### config.mk
export PLATFORM = sky130hd
export DESIGN_NAME = ft_sync_ram
export DESIGN_NICKNAME = d
export VERILOG_FILES = /design/src/rtl/ft_ram_pkg.sv /design/src/rtl/ft_ram_capture.sv /design/src/rtl/ft_ram_array.sv /design/src/rtl/ft_ram_drive.sv /design/src/rtl/ft_sync_ram.sv
export SDC_FILE = /design/constraint.sdc
export NUM_CORES = 1
export LEC_CHECK = 0
export ABC_CLOCK_PERIOD_IN_PS = 2200
export BUFFER_PORTS_ARGS = -buffer_cell sky130_fd_sc_hd__buf_2
export CAP_MARGIN = 20
export CORE_ASPECT_RATIO = 1.75
export CORE_MARGIN = 2
export CORE_UTILIZATION = 35
export DETAILED_ROUTE_END_ITERATION = 10
export PLACE_DENSITY = 0.47
export RECOVER_POWER = 50
export SLEW_MARGIN = 0
export SYNTH_ARGS = -nofsm -noshare
export SYNTH_HDL_FRONTEND = slang
export SYNTH_SLANG_ARGS = --single-unit
export TNS_END_PERCENT = 100
### constraint.sdc
create_clock -name clk -period 2.2 [get_ports clk]
set_input_delay 0.11 -clock clk [delete_from_list [all_inputs] [get_ports clk]]
set_output_delay 0.11 -clock clk [all_outputs]
set_load 0.03 [all_outputs]
### src/rtl/ft_ram_pkg.sv
package ft_ram_pkg;

    typedef enum logic [1:0] {
        OP_IDLE  = 2'd0,
        OP_READ  = 2'd1,
        OP_WRITE = 2'd2
    } op_e;

    function automatic logic chip_selected(input logic a_n, input logic b, input logic c_n);
        return !a_n && b && !c_n;
    endfunction

    function automatic op_e decode_op(input logic sel, input logic we_n);
        if (!sel)
            return OP_IDLE;
        return we_n ? OP_READ : OP_WRITE;
    endfunction

endpackage

### src/rtl/ft_ram_capture.sv
module ft_ram_capture
    import ft_ram_pkg::*;
#(
    parameter int AW = 5
) (
    input  logic          clk,
    input  logic          rst,
    input  logic          cen_n,
    input  logic          sel_a_n,
    input  logic          sel_b,
    input  logic          sel_c_n,
    input  logic          we_n,
    input  logic [AW-1:0] addr,
    output op_e           op_q,
    output logic [AW-1:0] addr_q,
    output logic          commit
);

    logic sel;

    assign sel = chip_selected(sel_a_n, sel_b, sel_c_n);

    // A write captured on the previous enabled edge completes on this one,
    // whatever is captured now (deselect included).
    assign commit = !cen_n && (op_q == OP_WRITE);

    always_ff @(posedge clk) begin
        if (rst) begin
            op_q   <= OP_IDLE;
            addr_q <= '0;
        end else if (!cen_n) begin
            op_q   <= decode_op(sel, we_n);
            addr_q <= addr;
        end
    end

endmodule

### src/rtl/ft_ram_array.sv
module ft_ram_array #(
    parameter int AW     = 5,
    parameter int LANES  = 4,
    parameter int LANE_W = 9
) (
    input  logic                    clk,
    input  logic                    wr_en,
    input  logic [AW-1:0]           wr_addr,
    input  logic [LANES*LANE_W-1:0] wr_data,
    input  logic [LANES-1:0]        wr_lane_n,
    input  logic [AW-1:0]           rd_addr,
    output logic [LANES*LANE_W-1:0] rd_data
);

    localparam int DEPTH = 1 << AW;

    for (genvar g = 0; g < LANES; g++) begin : g_lane
        logic [LANE_W-1:0] cells [DEPTH];

        always_ff @(posedge clk) begin
            if (wr_en && !wr_lane_n[g])
                cells[wr_addr] <= wr_data[g*LANE_W +: LANE_W];
        end

        // Flow-through: no output register on the read side.
        assign rd_data[g*LANE_W +: LANE_W] = cells[rd_addr];
    end

endmodule

### src/rtl/ft_ram_drive.sv
module ft_ram_drive
    import ft_ram_pkg::*;
#(
    parameter int DW = 36
) (
    input  op_e           op_q,
    input  logic          oe_n,
    input  logic [DW-1:0] rd_data,
    output logic [DW-1:0] dout,
    output logic          dout_en
);

    always_comb begin
        dout    = rd_data;
        dout_en = (op_q == OP_READ) && !oe_n;
    end

endmodule

### src/rtl/ft_sync_ram.sv
module ft_sync_ram
    import ft_ram_pkg::*;
#(
    parameter int AW     = 5,
    parameter int LANES  = 4,
    parameter int LANE_W = 9,
    localparam int DW    = LANES * LANE_W
) (
    input  logic             clk,
    input  logic             rst,
    input  logic             cen_n,
    input  logic             sel_a_n,
    input  logic             sel_b,
    input  logic             sel_c_n,
    input  logic             we_n,
    input  logic [AW-1:0]    addr,
    input  logic [LANES-1:0] bw_n,
    input  logic             oe_n,
    input  logic [DW-1:0]    din,
    output logic [DW-1:0]    dout,
    output logic             dout_en
);

    op_e           op_q;
    logic [AW-1:0] addr_q;
    logic          commit;
    logic [DW-1:0] rd_data;

    ft_ram_capture #(.AW(AW)) u_cap (
        .clk     (clk),
        .rst     (rst),
        .cen_n   (cen_n),
        .sel_a_n (sel_a_n),
        .sel_b   (sel_b),
        .sel_c_n (sel_c_n),
        .we_n    (we_n),
        .addr    (addr),
        .op_q    (op_q),
        .addr_q  (addr_q),
        .commit  (commit)
    );

    ft_ram_array #(.AW(AW), .LANES(LANES), .LANE_W(LANE_W)) u_arr (
        .clk       (clk),
        .wr_en     (commit),
        .wr_addr   (addr_q),
        .wr_data   (din),
        .wr_lane_n (bw_n),
        .rd_addr   (addr_q),
        .rd_data   (rd_data)
    );

    ft_ram_drive #(.DW(DW)) u_drv (
        .op_q    (op_q),
        .oe_n    (oe_n),
        .rd_data (rd_data),
        .dout    (dout),
        .dout_en (dout_en)
    );

endmodule

# --- After elaboration in Yosys (flattened, before gate mapping) ---
# Memories as Yosys holds them, arrays and structs flattened. A register that Yosys moved wholly into a read port is not among the register bits.
# Index checks and enable logic that the tools add are counted.
word_totals:
  memories: 4
  register_bits: 7
  elab_cells: 46
  in_bits: 53
  latchBits: 0
  mem_bits_ro: 0
  ramBits: 1152
mem_list:
  columns: ["name", "words", "width", "rd", "rd_ports_with_merged_regs", "write_ports", "line_no", "rtl"]
  rows:
  - ["u_arr.g_lane[0].cells", 32, 9, 1, 1, 1, "ft_ram_array.sv:18", "logic [LANE_W-1:0] cells [DEPTH];"]
  - ["u_arr.g_lane[1].cells", 32, 9, 1, 1, 1, "ft_ram_array.sv:18", null]
  - ["u_arr.g_lane[2].cells", 32, 9, 1, 1, 1, "ft_ram_array.sv:18", null]
  - ["u_arr.g_lane[3].cells", 32, 9, 1, 1, 1, "ft_ram_array.sv:18", null]
classes:
  mul: 0
  n_eq_ne: 2
  n_bitwise: 0
  div: 0
  shifts: 0
  reduce_logical: 16
  add_sub_neg: 0
  muxes: 22
  n_lt_le_gt_ge: 0
op_table:
  columns: ["op", "n"]
  rows:
  - ["$mux W5", 8]
  - ["$mux W1", 11]
  - ["$logic_and A1 B1 Y1", 8]
  - ["$logic_not A1 Y1", 8]
  - ["$mux W2", 3]
  - ["$eq A2 B1 Y1 const B", 1]
  - ["$eq A2 B2 Y1 const B", 1]

# --- Logic depth before layout (Yosys ltp) ---
# Gate-level depths: netlist (run 1).
logic_depth:
  depth_word: 7
  ltp_mapped: 8

# --- By module ---
# From an unflattened synthesis (run 1), not the netlist that was laid out.
hier_totals:
  hier_cells: 2708
  area_unflattened_um2: 45961.6
modules_own_cells:
  columns: ["mod", "seq_area_each_um2", "cells_each", "area_per_inst_um2", "n_inst"]
  rows:
  - ["ft_ram_array", 34593.2, 2646, 45396.0, 1]
  - ["ft_ram_capture", 140.1, 25, 282.8, 1]
  - ["ft_ram_drive", 0.0, 37, 282.8, 1]

# --- Worst setup path before layout (run 1) ---
# Ideal clock, no wire load.
synth_timing:
  kind: "reg2reg"
  from: "register u_cap.addr_q[4]"
  to: "memory u_arr.g_lane[0].cells[16][0], enable pin"
  path_stages_with_launch: 5
  setup_ps: 374
  arrival_ps: 1460
  path_slack_ps: 366
  path_cell_list: "dfxtp_1 clkbuf_1 nor3b_1 nand2_1 nor2_1"
synth_rtl:
  columns: ["item", "line_no", "rtl"]
  rows:
  - ["start: declaration", "ft_ram_capture.sv:15", "output logic [AW-1:0] addr_q,"]
  - ["start signal: assignment", "ft_ram_capture.sv:33", "addr_q <= addr;"]
  - ["end: declaration", "ft_ram_array.sv:18", null]
# No word-level cell before the write port.

==> results of run 1 <==
per-layer routing:
layer	part of all wire [%]	track usage, %
met4	2.8	5.43
met2	57	36.6
met5	0.010	0
met1	37	20.3
met3	3.3	2.76
layout by cell type (no fill, tap or decap), types with 42 or more instances in the layout:
cell,instances
buf_12,42
buf_4,225
a21oi_1,107
a22o_1,71
edfxtp_1,1152
mux2i_1,542
clkbuf_16,123
buf_6,44
dlygate4sd3_1,48
clkbuf_1,51
nor2_1,136
nand2_1,142
a22oi_1,96
nand3_1,80
through the flow:
step / setup TNS [ns] / hold slack, ns
3_5_place_dp: -0.149 / 0.371
6_report: -18.67 / 0.253
4_1_cts: -22.47 / 0.00171
5_1_grt: -22.81 / 0.239
3_3_place_gp: -0.111 / 0.355
2_1_floorplan: 0 / 0.179
worst min-delay path: cells and delay by family:
kind	cells	cell delay (ns)
AOI/OAI and AO/OA	1	0.06
buffers and inverters	2	0.63
and+or+nand+nor	2	0.12
area by class of cell:
type / count / area share [%]
clock inverters: 71 / 1.54
well taps: 1681 / 3.73
multi-input cells: 1355 / 19.1
diodes: 1 / 0.00444
clock buffers: 125 / 4.94
flip-flops and latches: 1164 / 61.8
repair buffers: 465 / 8.93
timing repair:
| item | 4_1_cts | 5_1_grt |
|---|---|---|
| endpoints found under the hold margin | 1050 | 0 |
| setup buffers | 31 | 32 |
| resized for setup | 163 | 124 |
| endpoints found under the setup margin | 36 | 378 |
| hold buffers | 48 | 0 |
| pin swaps | 45 | 68 |
| cloned | 14 | 16 |
worst paths after layout:
| kind | startpoint | end | slack, ns |
|---|---|---|---|
| setup / recovery | register | dout[15] | -0.61 |
| setup reg to reg | u_cap.addr_q[3] | u_arr.g_lane[3].cells[11][6] | 0.09 |
| hold / removal | sel_c_n | u_cap.op_q[1] | 0.25 |
| hold reg to reg | u_cap.op_q[1] | u_cap.op_q[1] | 1.04 |
cell families (layout without fill, tap and decap cells):
kind of cell           count (synthesis)  count (layout)
multiplexers                         581             581
AO/OA/AOI/OAI                        326             326
flip-flops                          1164            1164
other                                  0               1
buffers and inverters                161             661
AND/OR/NAND/NOR                      448             448
power by group:
group | total (W) | switching [W] | internal, W
Clock | 0.0194 | 0.00814 | 0.0113
Combinational | 0.00362 | 0.00211 | 0.00150
Sequential | 0.0244 | 0.0000224 | 0.0244
state kept, by name (all words and copies together), names as in the netlist, named ones only:
name,flops
u_cap.op_q,2
u_arr.g_lane.cells,1152
u_cap.addr_q,5
==> impl_metrics.json, run 1 <==
{
  "core_um2": 130000,
  "fin_crit_sh_pct": 128,
  "fin_area_um2": 56400,
  "drt_iter0_drc": 1482,
  "route.detailed.drc": 0,
  "holdPathStages": 5,
  "synthXorXnorAreaFrac_pct": 0,
  "vias": 24972,
  "seq_area_um2": 34800,
  "synth_top_family_by_area": "multiplexers",
  "io_pins": 90,
  "path_cells": "buf_12, buf_16, buf_12, buf_8, mux2i_4, a22o_1, nor3_2, a31oi_1, nand3_1, buf_6",
  "overflow": 0,
  "cts_sinks": 1164,
  "grt_pass1_vias": 26030,
  "power_leakage_nw": 18.2,
  "fp.dieH_um": 482,
  "ant_nets": 0,
  "power_density_nw_per_um2": 841,
  "synthCells": 2680,
  "cts_max_level": 3,
  "max_cap_viol_count": 20,
  "grt_max_degree": 40,
  "crit_path_frequent_cell": "buf_12",
  "die-area_um2": 134000,
  "final.fill_count": 11422,
  "drive_gt1_share_pct": 21.5,
  "min_path_type": "in2reg",
  "dp_cells": 4528,
  "reg2regPathDepth": 5,
  "die_x_um": 277,
  "nNetsFinal": 3143,
  "dpl_worst_slack_ns": -0.0551,
  "syn2layout_area_growth_pct": 23.2,
  "cp.depth": 10,
  "grt_pass1_wl_um": 180000,
  "multi_input_area_um2": 10700,
  "slew_headroom_pct": -26.6,
  "hpwlAfterDp_um": 79200,
  "setup_viol": 36,
  "synth-seq-cells": 1164,
  "cpMaxStageDelayCell": "dfxtp_4",
  "max_stage_delay_ns": 0.39,
  "critical_path.top_delay_family": "buffers and inverters",
  "clkTransAtPathRegs_ns": 0.07,
  "timing.final.ws_setup_ns": -0.611,
  "syn_nets": 2733,
  "synth_most_common_cell": "edfxtp_1",
  "synth-edff-count": 1152,
  "endpoint_kind": "primary output",
  "critical_path_class": "reg2out",
  "cts_tree": "yes",
  "synth_warnings": 0,
  "portBuffers": 89,
  "yosys-mux-area-fraction_pct": 12.7,
  "synth_top_area_share_pct": 75.6,
  "synthSimpleGateAreaFrac_pct": 4.24,
  "place_congestion": 0.796,
  "synth_area_leader_cell": "edfxtp_1",
  "fmax_mhz": 356,
  "utilization_pct": 43.4,
  "tightest_slew_ns": 1.90,
  "grt_use_total_pct": 18.5,
  "fin_total_pwr_w": 0.0474,
  "rows": 175,
  "worst-path-max-fanout": 7,
  "dr.pass1.iters": 5,
  "crit_required_ns": 2.09,
  "antenna_found_initial": 2,
  "grt_setup_unrepaired": "yes",
  "ys_types": 27,
  "synth_compound_area_share_pct": 4.85,
  "cts-buffers-inserted": 104,
  "vias_per_cell": 5.14,
  "fin_cells": 4862,
  "finalMaxSlewViolations": 625,
  "wl_um": 127000,
  "violations": "max-capacitance violations, max-slew violations, negative setup slack",
  "finalCriticalPeriod_ns": 2.81,
  "cts.path.max_buffers": 3,
  "cp-start-kind": "register",
  "hold_violations": 0,
  "syn-mean-instance-area_um2": 17.1,
  "synth-async-reset-ratio_pct": 0,
  "final.setup_skew_ns": 0.0253,
  "path_buf_inv": 5,
  "arrival_ns": 2.70,
  "drt-wirelength-per-cell_um": 26.1,
  "outcome": "finished with violations",
  "root_buffer": "clkbuf_16",
  "worst_skew_pair.late_latency_ns": 0.71,
  "initial_core_util_pct": 35.2,
  "ys_seq_area_share_pct": 76.1,
  "synthAdderAreaFrac_pct": 0,
  "placed_area_um2": 49700,
  "synthTopCellsByCount": "edfxtp_1 (1152), mux2i_1 (581), nand2_1 (143)",
  "synth-main-ff-cell": "edfxtp_1",
  "synth.area.top_cells": "edfxtp_1 (76%), mux2i_1 (13%), a22oi_1 (1.8%)",
  "syn_area_um2": 45800,
  "ir_worst_vdd_mv": 0.572
}
No activity file was read; power rests on OpenSTA's default activity.
==> run 2, diff against run 1 <==
--- a/config.mk
+++ b/config.mk
@@ -11,6 +11,8 @@
 export CORE_ASPECT_RATIO = 1.75
 export CORE_MARGIN = 2
 export CORE_UTILIZATION = 35
+export CTS_BUF_LIST = sky130_fd_sc_hd__clkbuf_8 sky130_fd_sc_hd__clkbuf_16
+export CTS_CLUSTER_SIZE = 10
 export DETAILED_ROUTE_END_ITERATION = 10
 export PLACE_DENSITY = 0.47
 export RECOVER_POWER = 50
==> run 2 against run 1 <==
The flow still finishes with violations (max-capacitance violations, max-slew violations, negative setup slack). Die area is the same. Via count about the same. Final cell count down 1.2%. Sequential power about the same. Combinational power shrank 7.5%. Clock power about the same. Count of clock-buffer cells in the layout increased by 14. First-iteration DRC count increased by 4.8%. Final area shrank 1.6%. Utilization down 0.70 points. Critical endpoint unchanged.
==> impl_metrics.json, run 2 (synthesis results as in run 1) <==
{
  "cp.depth": 10,
  "cpMaxStageDelayCell": "dfxtp_4",
  "violations": "max-capacitance violations, max-slew violations, negative setup slack",
  "fin_total_pwr_w": 0.0472,
  "grt_pass1_vias": 26030,
  "final.setup_skew_ns": 0.0217,
  "r2r_slack_ns": 0.12,
  "power_density_nw_per_um2": 851,
  "dp_cells": 4528,
  "drt-wirelength-per-cell_um": 26.4,
  "holdPathStages": 5,
  "grt_max_degree": 47,
  "power_leakage_nw": 17.9,
  "placed_area_um2": 49700,
  "rows": 175,
  "top_register": "u_arr.g_lane.cells",
  "critical_path_class": "reg2out",
  "core_um2": 130000,
  "drive_gt1_share_pct": 18.6,
  "slew_headroom_pct": -26.3,
  "grt_setup_unrepaired": "yes",
  "fp.dieH_um": 482,
  "setup_viol": 36,
  "clkTransAtPathRegs_ns": 0.05,
  "io_pins": 90,
  "ir_worst_vdd_mv": 0.676,
  "drt_iter0_drc": 1553,
  "mostFrequentLayoutCell": "edfxtp_1",
  "reg_top3": "u_arr.g_lane.cells x1152, u_cap.addr_q x5, u_cap.op_q x2",
  "vias": 24953,
  "path_buf_inv": 5,
  "cts-buffers-inserted": 134,
  "timing.final.ws_setup_ns": -0.676,
  "route.detailed.drc": 0,
  "cts_sinks": 1164,
  "grt_use_met3_pct": 2.78,
  "portBuffers": 89,
  "overflow": 0,
  "endpoint_kind": "primary output",
  "tightest_slew_ns": 1.89,
  "cts.path.max_buffers": 3,
  "final_cell_mix": "edfxtp_1 (1152), mux2i_1 (555), buf_4 (209)",
  "crit_path_frequent_cell": "buf_6",
  "cts_tree": "yes",
  "max_cap_viol_count": 18,
  "wl_um": 127000,
  "fmax_mhz": 348,
  "critical_path.top_delay_family": "buffers and inverters",
  "min_path_type": "in2reg",
  "cp-start-kind": "register",
  "busiest_layer": "met2",
  "worst-path-max-fanout": 6,
  "grt_pass1_wl_um": 178000,
  "die-area_um2": 134000,
  "use_met1_pct": 19.9,
  "die_x_um": 277,
  "globalRouteMet2Util_pct": 36.2,
  "finalMaxSlewViolations": 594,
  "vias_per_cell": 5.20,
  "ant_nets": 0,
  "setup-tns-final_ns": -20.85,
  "dpl_worst_slack_ns": -0.0551,
  "min_from": "sel_c_n",
  "hpwlAfterDp_um": 79200,
  "crit_required_ns": 2.09,
  "fin_area_um2": 55500,
  "finalCriticalPeriod_ns": 2.88,
  "max_stage_delay_ns": 0.40,
  "hold_violations": 0,
  "place_congestion": 0.796,
  "syn2layout_area_growth_pct": 21.2,
  "outcome": "finished with violations",
  "dr.pass1.iters": 5,
  "root_buffer": "clkbuf_16",
  "arrival_ns": 2.77,
  "initial_core_util_pct": 35.2,
  "nNetsFinal": 3137,
  "largest_reg_flops": 1152,
  "path_cells": "buf_6, clkbuf_16, buf_12, buf_8, mux2i_2, a22o_1, nor3_2, a31oi_1, nand3_1, buf_6",
  "final.fill_count": 11450,
  "grt_use_total_pct": 18.5,
  "fin_cells": 4802,
  "reg2reg_from": "u_cap.addr_q[0]",
  "worst_skew_pair.late_latency_ns": 0.75,
  "cts_max_level": 4,
  "fin_crit_sh_pct": 131,
  "critPathCapture": "dout[15]",
  "reg2reg_to": "u_arr.g_lane[1].cells[28][2]",
  "antenna_found_initial": 2,
  "reg2regPathDepth": 4
}
## run 2: cell types whose count changed in the layout (fill, tap and decap cells not counted), moves of 13 or more
cell and delta:
clkbuf_1 -15, buf_6 -17, clkinv_1 -16, mux2i_1 +13
clkinv_2 -20, buf_4 -16, mux2i_2 -15, buf_16 -13
clkbuf_16 +30, inv_1 +23, bufinv_16 -19
## run 2: cell type report
class                      instances  area, um^2  share of cell area [%]
sequential                      1164       34800                    62.8
antenna                            1        2.50                 0.00451
clock inverter                    33         199                   0.359
clock buffer                     139        3480                    6.27
multi-input combinational       1355       10500                    18.9
timing repair buffer             429        4360                    7.85
tap                             1681        2100                    3.79
## run 2: per-stage QoR
step / utilization [%] / hold slack, ns
2_1_floorplan: - / 0.179
3_3_place_gp: 38.3 / 0.355
3_5_place_dp: 38.3 / 0.371
4_1_cts: 42.0 / 0.158
5_1_grt: 42.7 / 0.222
6_report: 42.7 / 0.224
## run 2: layer usage
metal / routed length, um / part of all wire, %
met5: 13 / 0.010
met4: 3740 / 3.0
met3: 4340 / 3.4
met2: 71800 / 57
met1: 46700 / 37
## run 2: repair_timing
| action | in CTS | in global routing |
|---|---|---|
| endpoints found under the hold margin | 1164 | 0 |
| setup buffers | 11 | 19 |
| gates resized for setup | 62 | 119 |
| hold buffers | 51 | 0 |
| setup endpoints to repair | 36 | 345 |
| pin swaps | 9 | 42 |
| gates cloned | 6 | 15 |
## run 2: tightest hold or removal path, delay by kind of cell
family | cells | cell delay (ns)
buf+inv | 2 | 0.63
compound gates | 1 | 0.06
simple gates | 2 | 0.12
## run 2: worst min path at each step
| stage | endpoint |
|---|---|
| 3_3_place_gp | u_cap.op_q[0] |
| 2_1_floorplan | u_cap.op_q[1] |
| 5_1_grt | u_cap.op_q[1] |
| 6_report | u_cap.op_q[1] |
| 3_5_place_dp | u_cap.op_q[0] |
| 4_1_cts | u_cap.op_q[1] |
## run 2: power by group
part           leakage [nW]  internal, W  switching (W)
Combinational          5.54      0.00131        0.00204
Clock                  1.89       0.0112        0.00828
Sequential             10.4       0.0244      0.0000227
